--- src/rtl/pcsr_pkg.sv ---
package pcsr_pkg;
  localparam int DATA_W     = 32;
  localparam int NUM_EV     = 4;
  localparam int EN_BIT     = 0;
  localparam int VFY_BIT    = 1;
  localparam int RSP_BIT    = 2;
  localparam int STS_LSB    = 16;
  localparam int IRQEN_BIT  = 0;
  localparam int FRAG_LSB   = 0;
  localparam int QMASK_LSB  = 8;
  localparam int WORD_CTRL  = 0;
  localparam int WORD_IRQEN = 1;
  localparam int WORD_QCFG  = 2;

  // event order equals flag order from STS_LSB upward
  typedef enum logic [1:0] {
    EV_RX_VFY = 2'd0,
    EV_RX_RSP = 2'd1,
    EV_TX_VFY = 2'd2,
    EV_TX_RSP = 2'd3
  } ev_idx_e;
endpackage

--- src/rtl/pcsr_decode.sv ---
module pcsr_decode #(
  parameter int ADDR_W  = 4,
  parameter int DATA_W  = 32,
  parameter int NUM_EV  = 4,
  parameter int QMASK_W = 8,
  parameter int FRAG_W  = 2
) (
  input  logic               bus_sel,
  input  logic               bus_wr,
  input  logic [ADDR_W-1:0]  bus_addr,
  input  logic               en_q,
  input  logic               irq_en_q,
  input  logic [FRAG_W-1:0]  frag_q,
  input  logic [QMASK_W-1:0] qmask_q,
  input  logic [NUM_EV-1:0]  flags_q,
  output logic               wr_ctrl,
  output logic               wr_irqen,
  output logic               wr_qcfg,
  output logic               rd_clear,
  output logic [DATA_W-1:0]  rdata
);
  import pcsr_pkg::*;

  logic hit_ctrl, hit_irqen, hit_qcfg;

  assign hit_ctrl  = (bus_addr == ADDR_W'(WORD_CTRL));
  assign hit_irqen = (bus_addr == ADDR_W'(WORD_IRQEN));
  assign hit_qcfg  = (bus_addr == ADDR_W'(WORD_QCFG));

  assign wr_ctrl  = bus_sel & bus_wr & hit_ctrl;
  assign wr_irqen = bus_sel & bus_wr & hit_irqen;
  assign wr_qcfg  = bus_sel & bus_wr & hit_qcfg;
  assign rd_clear = bus_sel & ~bus_wr & hit_ctrl;

  always_comb begin
    rdata = '0;
    if (bus_sel && !bus_wr) begin
      if (hit_ctrl) begin
        rdata[EN_BIT]                 = en_q;
        rdata[STS_LSB +: NUM_EV]      = flags_q;
      end else if (hit_irqen) begin
        rdata[IRQEN_BIT]              = irq_en_q;
      end else if (hit_qcfg) begin
        rdata[FRAG_LSB +: FRAG_W]     = frag_q;
        rdata[QMASK_LSB +: QMASK_W]   = qmask_q;
      end
    end
  end
endmodule

--- src/rtl/pcsr_status.sv ---
module pcsr_status #(
  parameter int NUM_EV = 4
) (
  input  logic              clk,
  input  logic              rst_n,
  input  logic              rd_clear,
  input  logic [NUM_EV-1:0] ev,
  output logic [NUM_EV-1:0] flags_q
);
  for (genvar i = 0; i < NUM_EV; i++) begin : g_flag
    // a new event wins over the clearing read in the same cycle
    always_ff @(posedge clk or negedge rst_n) begin
      if (!rst_n) flags_q[i] <= 1'b0;
      else        flags_q[i] <= (flags_q[i] & ~rd_clear) | ev[i];
    end
  end
endmodule

--- src/rtl/pcsr_ctrl.sv ---
module pcsr_ctrl #(
  parameter int QMASK_W = 8,
  parameter int FRAG_W  = 2
) (
  input  logic               clk,
  input  logic               rst_n,
  input  logic               wr_ctrl,
  input  logic               wr_irqen,
  input  logic               wr_qcfg,
  input  logic               wd_en,
  input  logic               wd_vfy,
  input  logic               wd_rsp,
  input  logic               wd_irqen,
  input  logic [FRAG_W-1:0]  wd_frag,
  input  logic [QMASK_W-1:0] wd_qmask,
  output logic               en_q,
  output logic               vfy_req_q,
  output logic               rsp_req_q,
  output logic               irq_en_q,
  output logic [FRAG_W-1:0]  frag_q,
  output logic [QMASK_W-1:0] qmask_q
);
  always_ff @(posedge clk or negedge rst_n) begin
    if (!rst_n) begin
      en_q      <= 1'b0;
      vfy_req_q <= 1'b0;
      rsp_req_q <= 1'b0;
      irq_en_q  <= 1'b0;
      frag_q    <= '0;
      qmask_q   <= '0;
    end else begin
      // request bits live one cycle only
      vfy_req_q <= wr_ctrl & wd_vfy;
      rsp_req_q <= wr_ctrl & wd_rsp;
      if (wr_ctrl)  en_q     <= wd_en;
      if (wr_irqen) irq_en_q <= wd_irqen;
      if (wr_qcfg) begin
        frag_q  <= wd_frag;
        qmask_q <= wd_qmask;
      end
    end
  end
endmodule

--- src/rtl/pcsr_top.sv ---
module pcsr_top #(
  parameter int ADDR_W  = 4,
  parameter int QMASK_W = 8,
  parameter int FRAG_W  = 2
) (
  input  logic                       clk,
  input  logic                       rst_n,
  input  logic                       bus_sel,
  input  logic                       bus_wr,
  input  logic [ADDR_W-1:0]          bus_addr,
  input  logic [pcsr_pkg::DATA_W-1:0] bus_wdata,
  output logic [pcsr_pkg::DATA_W-1:0] bus_rdata,
  input  logic                       ev_rx_verify,
  input  logic                       ev_rx_response,
  input  logic                       ev_tx_verify,
  input  logic                       ev_tx_response,
  output logic                       preempt_en,
  output logic                       tx_verify_req,
  output logic                       tx_response_req,
  output logic [FRAG_W-1:0]          frag_size,
  output logic [QMASK_W-1:0]         preempt_qmask,
  output logic                       irq
);
  import pcsr_pkg::*;

  logic              wr_ctrl, wr_irqen, wr_qcfg, rd_clear;
  logic              en_q, vfy_req_q, rsp_req_q, irq_en_q;
  logic [FRAG_W-1:0]  frag_q;
  logic [QMASK_W-1:0] qmask_q;
  logic [NUM_EV-1:0]  ev_vec;
  logic [NUM_EV-1:0]  flags_q;

  assign ev_vec[EV_RX_VFY] = ev_rx_verify;
  assign ev_vec[EV_RX_RSP] = ev_rx_response;
  assign ev_vec[EV_TX_VFY] = ev_tx_verify;
  assign ev_vec[EV_TX_RSP] = ev_tx_response;

  pcsr_decode #(
    .ADDR_W(ADDR_W), .DATA_W(DATA_W), .NUM_EV(NUM_EV),
    .QMASK_W(QMASK_W), .FRAG_W(FRAG_W)
  ) u_dec (
    .bus_sel(bus_sel), .bus_wr(bus_wr), .bus_addr(bus_addr),
    .en_q(en_q), .irq_en_q(irq_en_q), .frag_q(frag_q), .qmask_q(qmask_q),
    .flags_q(flags_q),
    .wr_ctrl(wr_ctrl), .wr_irqen(wr_irqen), .wr_qcfg(wr_qcfg),
    .rd_clear(rd_clear), .rdata(bus_rdata)
  );

  pcsr_ctrl #(.QMASK_W(QMASK_W), .FRAG_W(FRAG_W)) u_ctrl (
    .clk(clk), .rst_n(rst_n),
    .wr_ctrl(wr_ctrl), .wr_irqen(wr_irqen), .wr_qcfg(wr_qcfg),
    .wd_en(bus_wdata[EN_BIT]), .wd_vfy(bus_wdata[VFY_BIT]),
    .wd_rsp(bus_wdata[RSP_BIT]), .wd_irqen(bus_wdata[IRQEN_BIT]),
    .wd_frag(bus_wdata[FRAG_LSB +: FRAG_W]),
    .wd_qmask(bus_wdata[QMASK_LSB +: QMASK_W]),
    .en_q(en_q), .vfy_req_q(vfy_req_q), .rsp_req_q(rsp_req_q),
    .irq_en_q(irq_en_q), .frag_q(frag_q), .qmask_q(qmask_q)
  );

  pcsr_status #(.NUM_EV(NUM_EV)) u_sts (
    .clk(clk), .rst_n(rst_n), .rd_clear(rd_clear),
    .ev(ev_vec), .flags_q(flags_q)
  );

  assign preempt_en      = en_q;
  assign tx_verify_req   = vfy_req_q;
  assign tx_response_req = rsp_req_q;
  assign frag_size       = frag_q;
  assign preempt_qmask   = qmask_q;
  assign irq             = irq_en_q & (|flags_q);
endmodule

--- config.mk ---
export PLATFORM = sky130hd
export DESIGN_NAME = pcsr_top
export DESIGN_NICKNAME = d
export VERILOG_FILES = /design/src/rtl/pcsr_pkg.sv /design/src/rtl/pcsr_decode.sv /design/src/rtl/pcsr_status.sv /design/src/rtl/pcsr_ctrl.sv /design/src/rtl/pcsr_top.sv
export SDC_FILE = /design/constraint.sdc
export NUM_CORES = 1
export LEC_CHECK = 0
export BUFFER_PORTS_ARGS = -buffer_cell sky130_fd_sc_hd__clkbuf_2
export CORE_UTILIZATION = 41
export CTS_BUF_LIST = sky130_fd_sc_hd__clkbuf_2
export DETAILED_ROUTE_END_ITERATION = 12
export PLACE_DENSITY = 0.87
export SLEW_MARGIN = 20
export SYNTH_ARGS = -nofsm -noshare
export SYNTH_HDL_FRONTEND = slang
export SYNTH_SLANG_ARGS = --single-unit
--- constraint.sdc ---
create_clock -name clk -period 3.95 [get_ports clk]
set_clock_uncertainty 0.05 [all_clocks]
set_input_delay 0.9875 -clock clk [delete_from_list [all_inputs] [get_ports clk]]
set_output_delay 0.9875 -clock clk [all_outputs]
set_load 0.02 [all_outputs]
======== Yosys cells after proc, flatten, opt, wreduce, memory -nomap -nowiden ========
Cells that the tools add are included.
word-level totals
  flip-flop bits (word level) ............. 18
  input bits .............................. 44
  output and inout bits ................... 46
operators by class
  equal/unequal tests ..................... 2
  mux-type cells .......................... 11
  bitwise gates (word level) .............. 19
  reduce and logical (&&, ||, !) cells .... 4
operator list
  cell                                                             number
  8-bit 2-to-1 mux                                                 3
  1-bit bitwise AND                                                13
  12-bit 2-to-1 mux                                                1
  4-bit by 1-bit == test with 1-bit output, second input constant  1
  4-bit by 2-bit == test with 1-bit output, second input constant  1
  4-bit zero test                                                  1
  1-bit 2-to-1 mux                                                 4
  2-bit 2-to-1 mux                                                 2
  4-bit 2-to-1 mux                                                 1
  1-bit bitwise OR                                                 4
  4-bit OR reduction                                               1
  1-bit inverter                                                   2
  1-bit logical AND                                                1
  1-bit zero test                                                  1

======== Logic depth before layout (Yosys ltp) ========
Gate-level depths: netlist of run 1.
  depth in word-level cells ............... 6
  mapped depth ............................ 4
  gate-level depth less buffers ........... 3

======== Cells and area by module ========
Synthesis of run 1 repeated with hierarchy kept, for this count alone.
unflattened totals
  cells, all modules ...................... 84
  area, all modules ....................... 1,012.2 sq um
modules (own cells, without submodules)
  module       instances  cells an instance  area each (sq um)  sequential area each (sq um)
  pcsr_ctrl    1          29                 546.8              350.3
  pcsr_decode  1          45                 320.3              0.0
  pcsr_status  1          9                  133.9              100.1
  pcsr_top     1          1                  11.3               0.0

======== Least setup slack after synthesis of run 1 ========
No wires, ideal clock.
  path type ............................... in2out
  start ................................... in bus_addr[0]
  end ..................................... out bus_rdata[10] (netlist name)
  data arrival time ....................... 1.790 ns
  path slack .............................. 1.122 ns
  cell stages on the path ................. 4
  cell sequence ........................... nor3_2 -> and3_2 -> buf_2 -> and2_1
between the ends
  longest elaborated chain between the ends .. 5
RTL lines
  item                                      RTL line           RTL
  from (decl)                               pcsr_top.sv:10     input logic [ADDR_W-1:0] bus_addr,
  4-bit by 2-bit == test with 1-bit output  pcsr_decode.sv:28  assign hit_qcfg = (bus_addr == ADDR_W'(WORD_QCFG));
  8-bit 2-to-1 mux                          pcsr_decode.sv:43  end else if (hit_qcfg) begin
  8-bit 2-to-1 mux                          pcsr_decode.sv:41  end else if (hit_irqen) begin
  8-bit 2-to-1 mux *                        pcsr_decode.sv:38  if (hit_ctrl) begin
  12-bit 2-to-1 mux *                       pcsr_decode.sv:37  if (bus_sel && !bus_wr) begin
  to (decl)                                 pcsr_top.sv:12     output logic [pcsr_pkg::DATA_W-1:0] bus_rdata,
Every way passes the cells marked *; elsewhere a longest branch is shown, timed or not.

======== Worst setup path in the final report of run 1 ========
  start ................................... in bus_wr
  end ..................................... out bus_rdata[13] (netlist name)
between the ends
  longest elaborated chain between the ends .. 3
RTL lines
  item               RTL line           RTL
  from (decl)        pcsr_top.sv:9      input logic bus_wr,
  1-bit zero test    pcsr_decode.sv:37
  1-bit logical AND  pcsr_decode.sv:37
  12-bit 2-to-1 mux  pcsr_decode.sv:37
Every way passes these cells.

==> impl_results.md, run 1 <==
- Status: finished clean
- Initial antenna violation count: 0
- Pleak: around 0.69 nW
- Total GRT Usage: about 16%
- Final core occ: 54.3%
- Num CTS Buffers: 3
- Setup Crit Path Kind: in2out
- Reg2reg end: u_ctrl.en_q
- Final Wtd Congestion: 0.839
- Yosys cell types: 21
- I/O Pins: 90
- Final period utilization: 77.6%
- Final WL: 1880 um
- Worst Hold End: u_sts.flags_q[3]
- CP Capture Type: output pin
- Critical Path Fanout Max: 9
- ANT nets after route: 0
- FF/Latch Area: 450 um2
- RSZ-0062 raised after global routing: false
- FP Rows: 17
- Filler cells: 224
- Synth warnings: 0
- Die Span Y: 51.1 um
- Ratio of cells with drive above 1 in the final layout: 50.4%
- Most common cell after layout, fill and taps aside: clkbuf_2
- Peak Freq: 326 MHz
- Clk slew on worst S/H paths: 0.15 ns
- CTS resizes: 0
- # setup viols final: 0
- Total grt overflow: 0
- Worst Hold Class: reg2reg
- Pins Over Slew Limit: 0
- Tmin final: 3.06 ns
- Max IR drop VDD: 0.228 mV
- H-Tree Depth: 1
- Multi-input logic area: 462 um2
- IO Port Bufs: 50
- PD cells: 349 nW/um2
- Clk_lat worst skew: 0.29 ns
- Clock sinks: 18
- Hold Fails Final Rpt: 0
- Reg2reg setup slack: 3.09 ns
- Cell Area, Synth: just under 1000 um2
- TritonCTS clock tree: built
- Worst reg2reg path depth: 1
- Drt first pass iters: 4
- Initial DRC count: 4
- Worst hold start: u_sts.flags_q[3]
- First-pass GRT wire length: a little over 3000 um
- Register area share after synthesis: 45.6%
- Die area: 2610 um2
- DR DRC count: 0
- Die X: 51.1 um
- Vias in the first global route: 720
- Most frequent cells in the layout: clkbuf_2 (53), conb_1 (18), dfrtp_1 (18)
- Root Driver: clkbuf_2
- Maxcap violations: 0
- CP startpoint kind: input port
- Number of post-CTS setup repair buffers: 0
- Initial Utilization: 44.3%
- Synth Area per Inst: 11.8 um2
- Layout area overhead: 22.7%
- CTS max path bufs: 2
- Critical R2R Launch: u_ctrl.en_q
- Hold depth: 1
- Hold buffer count at cts: 0
- Vias: 776
- Nets: 181
- Synth Instances: 84
- Synthesized flop and latch total: 18
- Largest net degree at the start of global routing: 19
- Crit path arrival time: 2.03 ns
- Core Box Area: 2230 um2
- WL/cell: 11.5 um
- Via/cell ratio: 4.76
- Hold_ws: 0.471 ns
- Antenna cells: 0
- Worst path required time: 2.91 ns
- Setup tns final: 0 ns
-- power by group --
group | internal [W] | leakage (nW) | switching [W] | total, W
clock network | 0.0000207 | 0.0125 | 0.0000519 | 0.0000726
logic | 0.0000466 | 0.459 | 0.0000773 | 0.000124
registers | 0.000209 | 0.217 | 0.0000173 | 0.000226
total | 0.000276 | 0.688 | 0.000147 | 0.000423
-- area by class of cell --
cell class,instances,share of cell area [%]
clock buffer,3,1.24
tap,28,2.89
sequential,18,37.2
timing repair buffer,50,20.6
multi-input combinational,64,38.1
-- layer usage --
layer,vias up,global-route usage [%],routed length [um]
li1,355,-,-
met1,361,15.6,687
met2,54,31.4,976
met3,6,2.68,164
met4,0,10.2,53
met5,-,0,0
-- cell usage after synthesis --
cell,number,share of area [%]
a21o_1,4,3.0
and2_1,12,7.6
and2b_1,1,0.76
and3_1,5,3.2
and3_2,1,0.76
buf_2,1,0.51
buf_4,18,14
conb_1,1,0.38
dfrtp_1,18,46
mux2_1,1,1.1
mux2_2,11,13
mux2i_1,1,1.0
nand2_1,1,0.38
nand4_1,1,0.63
nand4_4,1,2.2
nor2_1,2,0.76
nor2b_1,1,0.63
nor3_2,1,1.0
nor4_4,1,2.2
o211a_1,1,1.0
o41a_1,1,1.1
-- logic make-up after synthesis --
logic type	after synthesis	synth area share, %
compound gates	6	5.19
other cells	1	0.379
buf+inv	19	14.2
flops	18	45.6
mux	13	14.7
simple gates	27	20.0
-- flip-flops by register name (all words and copies together) (netlist names) --
name	flops
u_ctrl.frag_q	2
u_ctrl.en_q	1
u_sts.flags_q	4
u_ctrl.qmask_q	8
u_ctrl.vfy_req_q	1
u_ctrl.rsp_req_q	1
u_ctrl.irq_en_q	1
-- worst max-delay path by stage --
stage                                to        start  slack [ns]
final                     bus_rdata[13]       bus_wr        0.89
after global routing       bus_rdata[8]       bus_wr        0.79
after CTS                 bus_rdata[13]       bus_wr        0.87
after detailed placement  bus_rdata[10]       bus_wr        0.88
after global placement    bus_rdata[12]  bus_addr[0]        0.90
after floorplan           bus_rdata[10]  bus_addr[0]        1.12
-- metrics by stage --
step                power, W  worst slack, ns  instance area, um2  std cells
floorplan           0.000317             1.12                1050        101
global placement    0.000350            0.898                1200        160
detailed placement  0.000356            0.883                1200        160
CTS                 0.000430            0.874                1210        163
global route        0.000446            0.789                1210        163
finish              0.000423            0.886                1210        163
-- critical path, stage by stage --
cell and delay (ns):
clkbuf_2 0.12, and2b_1 0.30, and3_2 0.30, and2_1 0.15
clkbuf_2 0.16
(Power assumes the default switching activity.)
==> inputs of run 2 (changes only) <==
--- a/config.mk
+++ b/config.mk
@@ -5,11 +5,12 @@
 export SDC_FILE = /design/constraint.sdc
 export NUM_CORES = 1
 export LEC_CHECK = 0
+export ABC_AREA = 1
 export BUFFER_PORTS_ARGS = -buffer_cell sky130_fd_sc_hd__clkbuf_2
-export CORE_UTILIZATION = 41
+export CORE_UTILIZATION = 35
 export CTS_BUF_LIST = sky130_fd_sc_hd__clkbuf_2
 export DETAILED_ROUTE_END_ITERATION = 12
-export PLACE_DENSITY = 0.87
+export PLACE_DENSITY = 0.78
 export SLEW_MARGIN = 20
 export SYNTH_ARGS = -nofsm -noshare
 export SYNTH_HDL_FRONTEND = slang
==> constraint.sdc (replaced) <==
create_clock -name clk -period 2.6 [get_ports clk]
set_clock_uncertainty 0.05 [all_clocks]
set_input_delay 0.65 -clock clk [delete_from_list [all_inputs] [get_ports clk]]
set_output_delay 0.65 -clock clk [all_outputs]
set_load 0.02 [all_outputs]
==> run 2 against run 1 <==
Global-route usage fell by 2.6 points. Cell area rose by 2.2%. Worst setup slack got worse by 0.52 ns. Power rose by 62%. Register-to-register slack got worse by 1.2 ns. Utilization fell by 9.4 points. Largest cell class is now flip-flops and latches.
==> impl_results.md, run 2 <==
- Setup tns final: 0 ns (unchanged)
- First-pass GRT wire length: 3310 um (+9.1%)
- Worst Hold Class: in2async
- Nets: 219 (+21%)
- TritonCTS clock tree: built
- Core Box Area: 2760 um2 (+23%)
- FP Rows: 19 (+2)
- Switching Power: 0.000259 W (+77%)
- Setup Crit Path Kind: in2out
- Top-count cell post-synth: inv_1
- PD cells: 552 nW/um2 (+58%)
- Via/cell ratio: 4.31 (-9.4%)
- Total GRT Usage: 13.6% (-2.6 points)
- Post-synth EDFFs: 0 (unchanged)
- Register area share after synthesis: 44.2% (-1.3 points)
- Synth area leader: dfrtp_1
- RSZ-0062 raised after global routing: false
- Hold Fails Final Rpt: 0 (unchanged)
- Pleak: 0.766 nW (+11%)
- Final Wtd Congestion: 0.826 (-1.6%)
- Total grt overflow: 0 (unchanged)
- Clk slew on worst S/H paths: 0.17 ns (+0.02 ns)
- Filler cells: 301 (+34%)
- Die X: 55.9 um (+9.5%)
- CP startpoint kind: input port
- Largest register FFs: 8 (unchanged)
- Status: finished clean
- Initial antenna violation count: 0 (unchanged)
- Final period utilization: 85.9%
- Clk pwr share: 17.3% (about the same)
- Crit path arrival time: 1.53 ns (-0.50 ns)
- Vias: 884 (+14%)
- Synth Flop Type: dfrtp_1
- Clk_lat worst skew: 0.29 ns (about the same)
- Die area: 3130 um2 (+20%)
- Largest cells by area after synthesis: dfrtp_1 (44%), buf_4 (13%), inv_1 (7.0%)
- Synth warnings: 0 (unchanged)
- Sw Share: 37.9% (+3.2 points)
- Num CTS Buffers: 3 (unchanged)
- H-Tree Depth: 1 (unchanged)
- Ys async rst share: 100% (unchanged)
- Worst reg2reg path depth: 2 (+1)
- WL/cell: 9.52 um (-17%)
- Sequential cell fraction of total power: 50.6% (-2.9 points)
- IO Port Bufs: 50 (unchanged)
- Vias in the first global route: 789 (+9.6%)
- Synth Instances: 123 (+46%)
- Reg2reg setup slack: 1.85 ns (-1.24 ns)
- Die Span Y: 55.9 um (+9.5%)
- Maxcap violations: 0 (unchanged)
- Tmin final: 2.23 ns
- DR DRC count: 0 (unchanged)
- Total power: 0.000683 W (+62%)
- Synthesized flop and latch total: 18 (unchanged)
- CP Capture Type: output pin
- # setup viols final: 0 (unchanged)
- Regs by FF count: u_ctrl.qmask_q (8), u_sts.flags_q (4), u_ctrl.frag_q (2)
- CTS resizes: 0 (unchanged)
- Commonest cells post-synth: inv_1 (19), buf_4 (18), dfrtp_1 (18), nand2_1 (16), o21ai_1 (11)
- Final WL: 1950 um (+3.8%)
- Internal power: 0.000424 W (+54%)
- Layout area overhead: 21.6%
- Yosys cell types: 23 (+9.5%)
- Max IR drop VDD: 0.311 mV (+36%)
- Peak Freq: about 450 MHz
- Pins Over Slew Limit: 0 (unchanged)
- Gate power share: 32.2% (+2.9 points)
- Number of post-CTS setup repair buffers: 0 (unchanged)
- Critical Path Fanout Max: 9 (unchanged)
- Detailed Place HPWL: roughly 1500 um
- Antenna cells: 0 (unchanged)
- ANT nets after route: 0 (unchanged)
- CTS max path bufs: 2 (unchanged)
- Ratio of cells with drive above 1 in the final layout: 33.9% (-16 points)
- Largest net degree at the start of global routing: 20 (+1)
- Most frequent cells in the layout: clkbuf_2 (53), inv_1 (19), conb_1 (18), dfrtp_1 (18), nand2_1 (16)
- Most common cell after layout, fill and taps aside: clkbuf_2
- I/O Pins: 90 (unchanged)
- Synth top area share: 44.2% (-1.3 points)
- Hold buffer count at cts: 0 (unchanged)
- Root Driver: clkbuf_2
- Initial Utilization: 36.9% (-7.3 points)
- Initial DRC count: 23 (+19)
- Reg with most FFs: u_ctrl.qmask_q
- Cell Area, Synth: 1020 um2 (+3.0%)
- Drt first pass iters: 4 (unchanged)
- Clock sinks: 18 (unchanged)
- Synth Area per Inst: 8.28 um2 (-30%)
- Worst path required time: 1.90 ns (-1.01 ns)
==> run 2: cell types whose count changed in the layout (fill, tap and decap cells not counted), sizes merged, moves of 2 or more <==
cell	delta
inv	+21
nand2	+16
and2	-12
mux2	-12
o21ai	+12
nor2	+10
nor3	+8
and3	-6
a21o	-4
o21bai	+4
nand3	+3
nand3b	+2
==> run 2: critical path, stage by stage <==
cell,delay [ns]
clkbuf_2,0.09
inv_1,0.03
nor2_1,0.20
inv_2,0.14
nor3_1,0.21
clkbuf_2,0.20
==> run 2: path summary, 6_finish.rpt <==
kind	end	startpoint
worst max register to register	u_ctrl.irq_en_q	u_ctrl.irq_en_q
min in group clk	u_ctrl.rsp_req_q	bus_wdata[2]
max in group asynchronous	u_ctrl.qmask_q[0]	rst_n
worst max-delay path	bus_rdata[13]	bus_sel
worst min register to register	u_ctrl.en_q	u_ctrl.en_q
worst min-delay path	u_ctrl.en_q	rst_n
==> run 2: final cells by class <==
class | instances | area, um2 | share of cell area (%)
flip-flops and latches | 18 | 450 | 36.4
multi-input cells | 81 | 402 | 32.4
repair buffers | 50 | 250 | 20.2
inverters | 21 | 78.8 | 6.36
well taps | 31 | 38.8 | 3.13
clock buffers | 3 | 15.0 | 1.21
clock inverters | 1 | 3.75 | 0.303
==> run 2: power by group through the flow <==
stage          sequential, W  clock [W]  combinational, W
6_report            0.000346   0.000118          0.000220
5_1_grt             0.000352   0.000134          0.000242
4_1_cts             0.000346   0.000127          0.000223
3_5_place_dp        0.000350          0          0.000223
3_3_place_gp        0.000351          0          0.000219
2_1_floorplan       0.000399          0          0.000113
==> run 2: layer usage <==
metal	vias to the layer above	GRT usage, %	part of all wire, %
li1	451	-	-
met1	388	17.8	45
met2	41	21.3	47
met3	4	2.33	7.4
met4	0	7.67	1.2
met5	-	0	0
==> run 2: per-stage QoR <==
| step | setup WS [ns] | util [%] | instances | hold WS [ns] | cell area, um2 |
|---|---|---|---|---|---|
| 6_report | 0.366 | 44.9 | 205 | 0.213 | 1240 |
| 5_1_grt | 0.260 | 44.9 | 205 | 0.212 | 1240 |
| 4_1_cts | 0.343 | 44.9 | 205 | 0.215 | 1240 |
| 3_5_place_dp | 0.350 | 44.2 | 201 | 0.455 | 1220 |
| 3_3_place_gp | 0.392 | 44.2 | 201 | 0.444 | 1220 |
| 2_1_floorplan | 0.364 | - | 140 | 0.304 | 1080 |
==> run 2: kinds of logic after synthesis <==
kind of cell	share of synthesized area, %
AND/OR/NAND/NOR	22.0
other	0.368
buffers and inverters	22.6
flip-flops	44.2
AO/OA/AOI/OAI	10.8
==> inputs of run 3 (changes only) <==
--- a/config.mk
+++ b/config.mk
@@ -6,11 +6,13 @@
 export NUM_CORES = 1
 export LEC_CHECK = 0
 export ABC_AREA = 1
-export BUFFER_PORTS_ARGS = -buffer_cell sky130_fd_sc_hd__clkbuf_2
-export CORE_UTILIZATION = 35
+export BUFFER_PORTS_ARGS = -buffer_cell sky130_fd_sc_hd__buf_2
+export CELL_PAD_IN_SITES_DETAIL_PLACEMENT = 1
+export CELL_PAD_IN_SITES_GLOBAL_PLACEMENT = 1
+export CORE_UTILIZATION = 23
 export CTS_BUF_LIST = sky130_fd_sc_hd__clkbuf_2
 export DETAILED_ROUTE_END_ITERATION = 12
-export PLACE_DENSITY = 0.78
+export PLACE_DENSITY_LB_ADDON = 0.1
 export SLEW_MARGIN = 20
 export SYNTH_ARGS = -nofsm -noshare
 export SYNTH_HDL_FRONTEND = slang
==> run 3 against run 2 <==
Highest routed layer is now met3. Count of clock-buffer cells in the layout unchanged. Fmax up 0.59%. Via count up 4.3%. Largest power group unchanged.
==> impl_results.md, run 3 (synthesized netlist as in run 2, its figures left out) <==
- Reg with most FFs: u_ctrl.qmask_q
- Clk slew on worst S/H paths: 0.19 ns (+0.02 ns)
- Largest register FFs: 8 (unchanged)
- Tmin final: 2.22 ns (-0.0131 ns)
- Number of post-CTS setup repair buffers: 0 (unchanged)
- Final Wtd Congestion: 0.670 (-19%)
- Via/cell ratio: 4.12 (-4.5%)
- Initial DRC count: 48 (+110%)
- Antenna cells: 0 (unchanged)
- Crit path arrival time: 1.52 ns (about the same)
- Final WL: 2650 um (+36%)
- Setup Crit Path Kind: in2out
- H-Tree Depth: 1 (unchanged)
- First-pass GRT wire length: 4220 um (+27%)
- Regs by FF count: u_ctrl.qmask_q (8), u_sts.flags_q (4), u_ctrl.frag_q (2)
- Core Box Area: 4120 um2 (+49%)
- ANT nets after route: 0 (unchanged)
- Switching Power: 0.000274 W (+5.7%)
- Detailed Place HPWL: 2070 um (+37%)
- WL/cell: 11.8 um (+24%)
- Root Driver: clkbuf_2
- PD cells: 554 nW/um2 (+0.38%)
- Met2 WL: 1260 um (+38%)
- Clk pwr share: 18.1% (+0.8 points)
- Num CTS Buffers: 3 (unchanged)
- Met3 Wirelength: 256 um (+78%)
- Final period utilization: 85.4% (-0.51 points)
- Nets: 219 (unchanged)
- Gate power share: 32.2% (about the same)
- Critical Path Fanout Max: 9 (unchanged)
- Final core occ: 30.7% (-14 points)
- TritonCTS clock tree: built
- Filler cells: 522 (+73%)
- DR DRC count: 0 (unchanged)
- Non-filler cells, final: 224 (+9.3%)
- Die Span Y: 68.5 um (+23%)
- Worst path required time: 1.90 ns (about the same)
- Most common cell after layout, fill and taps aside: buf_2
- Reg2reg end: u_ctrl.irq_en_q
- Clk_lat worst skew: 0.30 ns (about the same)
- Drt first pass iters: 4 (unchanged)
- Total grt overflow: 0 (unchanged)
- FP Rows: 23 (+4)
- CP startpoint kind: input port
- Reg2reg setup slack: 1.84 ns (about the same)
- Hold buffer count at cts: 0 (unchanged)
- Initial Utilization: 24.7% (-12 points)
- Largest net degree at the start of global routing: 20 (unchanged)
- Hold_ws: 0.202 ns (-0.0108 ns)
- Status: finished clean
- Sequential cell fraction of total power: 49.7% (-0.9 points)
- # setup viols final: 0 (unchanged)
- IO Port Bufs: 50 (unchanged)
- Vias in the first global route: 926 (+17%)
- Top layer used by detailed routing: met3
- Critical R2R Launch: u_ctrl.irq_en_q
- I/O Pins: 90 (unchanged)
- Peak Freq: 450 MHz (+0.59%)
- Hold Fails Final Rpt: 0 (unchanged)
- CP Capture Type: output pin
- Initial antenna violation count: 0 (unchanged)
- Sw Share: 39.2% (+1.2 points)
- Max IR drop VDD: 0.284 mV (-8.4%)
- Die area: 4700 um2 (+50%)
- CTS max path bufs: 2 (unchanged)
- Pins Over Slew Limit: 0 (unchanged)
- Maxcap violations: 0 (unchanged)
- CTS resizes: 0 (unchanged)
- RSZ-0062 raised after global routing: false
- Die X: 68.5 um (+23%)
- Layout area overhead: 24.0%
- Pleak: 0.774 nW (+1.0%)
- Most frequent cells in the layout: buf_2 (50), inv_1 (19), conb_1 (18), dfrtp_1 (18), nand2_1 (16)
- Placed cells: 220 (+9.5%)
- Wl on met1: 1130 um (+30%)
- Internal power: 0.000425 W (+0.26%)
- Worst reg2reg path depth: 2 (unchanged)
- Total GRT Usage: 12.2% (-1.4 points)
- Vias: 922 (+4.3%)
- Worst Hold Class: in2async
- Clock sinks: 18 (unchanged)
- Setup tns final: 0 ns (unchanged)
- Ratio of cells with drive above 1 in the final layout: 33.9% (unchanged)
-- run 3: changes by cell type in the layout (fill, tap and decap cells not counted), sizes merged --
cell and change:
clkbuf -50, buf +50
-- run 3: layout make-up --
type	count	area (um2)	area share, %
clock inverters	1	3.75	0.297
clock buffers	3	15.0	1.19
flip-flops and latches	18	450	35.7
repair buffers	50	250	19.8
well taps	50	62.6	4.96
inverters	21	78.8	6.24
multi-input cells	81	402	31.8
-- run 3: worst max-delay path, stage by stage --
cell	delay, ns
buf_2	0.10
nor2_1	0.23
inv_2	0.15
nor3_1	0.19
buf_2	0.19
-- run 3: layer usage --
metal | vias to the layer above | track usage [%]
met5 | - | 0
met4 | 0 | 0.781
met3 | 0 | 5.59
met2 | 48 | 21.9
met1 | 423 | 13.7
li1 | 451 | -
-- run 3: worst max path at each step --
stage	start	endpoint	slack, ns
after floorplan	bus_addr[3]	bus_rdata[10]	0.36
after global placement	bus_wr	bus_rdata[9]	0.31
after detailed placement	bus_wr	bus_rdata[11]	0.36
after CTS	bus_wr	bus_rdata[11]	0.34
after global routing	bus_sel	bus_rdata[10]	0.22
final	bus_wr	bus_rdata[11]	0.38
-- run 3: through the flow --
stage / worst slack [ns] / total power, W / area (um2)
after global routing: 0.216 / 0.000759 / 1260
after global placement: 0.311 / 0.000575 / 1240
after floorplan: 0.364 / 0.000512 / 1080
after CTS: 0.345 / 0.000716 / 1260
after detailed placement: 0.364 / 0.000580 / 1240
final: 0.380 / 0.000699 / 1260
-- run 3: power by group through the flow --
stage | Combinational (W) | Sequential, W | Clock [W]
final | 0.000225 | 0.000348 | 0.000127
after global routing | 0.000248 | 0.000354 | 0.000157
after CTS | 0.000228 | 0.000348 | 0.000140
after detailed placement | 0.000229 | 0.000351 | 0
after global placement | 0.000223 | 0.000352 | 0
after floorplan | 0.000113 | 0.000399 | 0
